## src/rtl/oc_match_chan.sv

```systemverilog
module oc_match_chan #(
  parameter int W = 16
) (
  input  logic         clk,
  input  logic         rst_n,
  input  logic [W-1:0] tbase_a,
  input  logic [W-1:0] tbase_b,
  input  logic         cfg_we,
  input  logic [3:0]   cfg_tbs,
  input  logic [2:0]   cfg_act,
  input  logic [1:0]   cfg_frc,
  input  logic [W-1:0] cfg_ofs,
  input  logic         svc_we,
  input  logic [1:0]   svc_code,
  input  logic         irq_ack,
  output logic         pin_out,
  output logic         irq,
  output logic         armed,
  output logic [W-1:0] target_time,
  output logic [W-1:0] match_time
);

  localparam logic [W-1:0] OFS_LIM = {1'b1, {(W-1){1'b0}}};

  logic         cap_sel, mat_sel;
  logic [1:0]   act_q, frc_q;
  logic [W-1:0] ofs_q;
  logic [W-1:0] cap_val, mat_val, ofs_in;
  logic         init, hit;

  assign cap_val = cap_sel ? tbase_b : tbase_a;
  assign mat_val = mat_sel ? tbase_b : tbase_a;
  assign ofs_in  = (cfg_ofs > OFS_LIM) ? OFS_LIM : cfg_ofs;
  assign init    = svc_we && (svc_code == 2'b01);
  assign hit     = armed && !init && (mat_val == target_time);

  always_ff @(posedge clk or negedge rst_n) begin
    if (!rst_n) begin
      cap_sel <= 1'b0;
      mat_sel <= 1'b0;
      act_q   <= 2'b00;
      frc_q   <= 2'b11;
      ofs_q   <= '0;
    end else if (cfg_we) begin
      if (cfg_tbs[3:2] == 2'b01) begin
        cap_sel <= cfg_tbs[1];
        mat_sel <= cfg_tbs[0];
      end
      if (!cfg_act[2]) act_q <= cfg_act[1:0];
      frc_q <= cfg_frc;
      ofs_q <= ofs_in;
    end
  end

  always_ff @(posedge clk or negedge rst_n) begin
    if (!rst_n) begin
      armed       <= 1'b0;
      target_time <= '0;
      match_time  <= '0;
      irq         <= 1'b0;
      pin_out     <= 1'b0;
    end else begin
      if (init) begin
        armed       <= 1'b1;
        target_time <= cap_val + ofs_q;
        case (frc_q)
          2'b01:   pin_out <= 1'b1;
          2'b10:   pin_out <= 1'b0;
          default: pin_out <= pin_out;
        endcase
      end else if (hit) begin
        armed      <= 1'b0;
        match_time <= mat_val;
        case (act_q)
          2'b01:   pin_out <= 1'b1;
          2'b10:   pin_out <= 1'b0;
          2'b11:   pin_out <= ~pin_out;
          default: pin_out <= pin_out;
        endcase
      end
      if (hit)          irq <= 1'b1;
      else if (irq_ack) irq <= 1'b0;
    end
  end

endmodule

```

## config.mk

```make
export PLATFORM = sky130hd
export DESIGN_NAME = oc_match_chan
export DESIGN_NICKNAME = d
export VERILOG_FILES = /design/src/rtl/oc_match_chan.sv
export SDC_FILE = /design/constraint.sdc
export NUM_CORES = 1
export LEC_CHECK = 0
export ABC_AREA = 0
export ABC_CLOCK_PERIOD_IN_PS = 3800
export CORE_MARGIN = 5
export CORE_UTILIZATION = 40
export DETAILED_ROUTE_END_ITERATION = 10
export PLACE_DENSITY = 0.7
export SETUP_SLACK_MARGIN = 0.1
export SLEW_MARGIN = 20
export SYNTH_ARGS = -nofsm -noshare
export SYNTH_HDL_FRONTEND = slang
export SYNTH_SLANG_ARGS = --single-unit
```

## constraint.sdc

```tcl
create_clock -name clk -period 3.8 [get_ports clk]
set_clock_uncertainty 0.15 [all_clocks]
set_input_delay 0.95 -clock clk [delete_from_list [all_inputs] [get_ports clk]]
set_output_delay 0.95 -clock clk [all_outputs]
set_load 0.01 [all_outputs]
```

==> metrics.txt <==
measured slew at the worst slew-check pin=0.669 ns; DP HPWL=7.42 mm; pwr/cell area=431 nW/µm²; DR vias=3039; routed vias/inst=5.20; CTS tree=yes; predominant post-synthesis flop cell=dfrtp_1; Die W=104 µm; I/O pins=99; Layout area overhead=37.3%; max cap viols=0; CP startpoint kind=primary input; internal power=0.00141 W; FP Rows=34; unrepaired setup endpoints after global routing=false; CTS H-tree depth=3; DP Cell Count=569; largest net degree at the start of global routing=28; Synthesis Warnings=0; FF+latch count, synth=57; core area=8680 µm²; number of library cell types mapped by synthesis=41; Seq pwr share=37.4%; Starting Density=40.7%; worst r2r src=cap_sel; Tcrit/Tclk final=89.4%; setup TNS=0 ns; placed cell area=4650 µm²; cell taking the most area after synthesis=dfrtp_1; Routed Antenna Nets=0; Clk network pwr share=27.2%; first-pass GRT wire length=15.8 mm; outcome=finished clean; crit-path max FO=5; IO Port Bufs=98; worst hold margin=0.317 ns; CTS root buffer=clkbuf_8; Req. time, crit path=3.92 ns; syn nets=449; vias in the first global route=3182; fin crit period=3.40 ns; share of layout cells above drive strength 1=10.7%; hold buffer count at cts=0; Synth Instances=367; Final Hold Vio Count=0; final WL=9.32 mm; # DRC=0; Max Slew Vio Count=0; worst setup margin=0.401 ns; final cell count without fillers=584; GR Util met1=24.0%; initial antenna violation count=0; Design Area, Final=4850 µm²; Iter 0 DRT Violations=286; WL per Instance=16.0 µm; grt ovf=0; TritonCTS buffer count=9; Rel. slew slack=55.3%; clk sinks=57; chip height=104 µm; sequential-to-total area share from yosys stat=40.4%; post_cts resized=0; Peak supply drop=210 µV; Synth area leaders=dfrtp_1, mux2i_1, mux2_2; Net Switching=0.000681 W; Clock Path Buffers=2; NumNets Final=554; Post-synth EDFFs=0; CP arrival=3.52 ns; met2 usage=27.8%; fraction of registers with async set/reset=100%; Worst-path clk slew=0.07 ns; Syn Std Cell Area=3540 µm²; busiest layer in global routing=met2; Hold WC Path Type=primary input to async pin; RePlAce Congestion=0.799; postcts setup bufs=0; full die area=10800 µm²; Avg Cell Area, Syn=9.63 µm²; Logic pwr share=35.4%; M3 GR Usage=5.40%; Max Fclk=0.294 GHz; Finish-stage setup viols=0; DP Worst Slack=0.0307 ns; Leakage=2.19 nW; aggregate global-route resource usage=17.9%; endpoint class of the critical path=register; Worst setup startpoint=tbase_b[0]; # diodes=0; Sw Ratio=32.6%; 1st-pass router iterations=5; Crit Path Class=primary input to register; worst skew pair latency=0.34 ns; post-synth top area share=38.9%
==> synth_stat cells (3+ instances only) <==
master and count:
dfrtp_1 55, nand2_1 42, inv_1 39, mux2i_1 35, o21ai_0 32, mux2_2 20
ha_1 17, xor2_1 16, a21oi_1 15, xnor2_1 11, clkbuf_1 10, nand4_1 8
nor2_1 6, a21o_1 5, nand3_1 5, nor4_1 5, and3_1 4, nor3_1 4
o21bai_1 4, buf_6 3, nor2b_1 3, o21ai_1 3
==> worst max-delay path: stages <==
cell,delay (ns)
clkdlybuf4s50_1,0.48
mux2_2,0.15
ha_1,0.15
inv_1,0.05
fa_1,0.40
nor2b_1,0.13
o21a_1,0.14
o21ai_1,0.09
a21oi_1,0.32
a221oi_2,0.15
or4_1,0.41
nand3_1,0.09
==> final timing paths <==
| kind | to | slack [ns] | cells past startpoint |
|---|---|---|---|
| max in group asynchronous | target_time[12] | 2.54 | 2 |
| hold / removal | ofs_q[11] | 0.32 | 1 |
| min in group clk | irq | 0.33 | 1 |
| setup reg to reg | target_time[15] | 0.71 | 10 |
| hold reg to reg | irq | 0.33 | 1 |
| setup / recovery | target_time[14] | 0.40 | 12 |
==> sequential cells by signal, indices dropped and copies added (netlist names) <==
name,flops
frc_q,2
pin_out,1
ofs_q,16
armed,1
irq,1
match_time,16
mat_sel,1
cap_sel,1
act_q,2
target_time,16
==> logic make-up (layout without fill, tap and decap cells) <==
family,count (synthesis),after routing,synth area share [%]
and+or+nand+nor,86,86,11.9
AOI/OAI and AO/OA,70,70,11.4
DFF,57,57,40.4
muxes,56,56,16.7
buffers and inverters,53,162,6.37
xor gates and xnor gates,27,27,6.69
adders and majority gates,18,18,6.58
==> layout make-up <==
cell class	instances	area, µm²
fillers	781	3820
multi-input cells	257	1900
repair buffers	108	1050
clock inverters	3	40.0
clock buffers	12	155
well taps	108	135
flip-flops and latches	57	1430
inverters	39	146
==> routing by layer <==
metal  share of wire [%]  up-vias
met1                  48     1408
li1                    -     1482
met4                 1.5        0
met5                   0        -
met3                 6.7       15
met2                  44      134
==> metrics by stage <==
step / utilization, % / power [W]
2_1_floorplan: - / 0.00120
3_3_place_gp: 53.6 / 0.00151
3_5_place_dp: 53.6 / 0.00153
4_1_cts: 55.9 / 0.00211
5_1_grt: 55.9 / 0.00222
6_report: 55.9 / 0.00209
==> power by group through the flow <==
stage	Sequential (W)	Combinational, W	Clock [W]
CTS	0.000781	0.000742	0.000582
finish	0.000781	0.000740	0.000568
global placement	0.000789	0.000723	0
floorplan	0.000788	0.000411	0
detailed placement	0.000792	0.000737	0
global route	0.000794	0.000822	0.000603
==> layout by cell type (no fill, tap or decap), types with 4 or more instances in the layout <==
master           instances
ha_1                    17
nand2_1                 42
nor2_1                   6
nand4_1                  8
and3_1                   4
clkbuf_8                11
nand3_1                  5
dfrtp_1                 55
xor2_1                  16
inv_1                   39
mux2_2                  20
a21o_1                   5
mux2i_1                 35
o21ai_0                 32
buf_4                   10
clkdlybuf4s50_1         97
nor4_1                   5
nor3_1                   4
o21bai_1                 4
a21oi_1                 15
xnor2_1                 11
(Power assumes the default switching activity.)
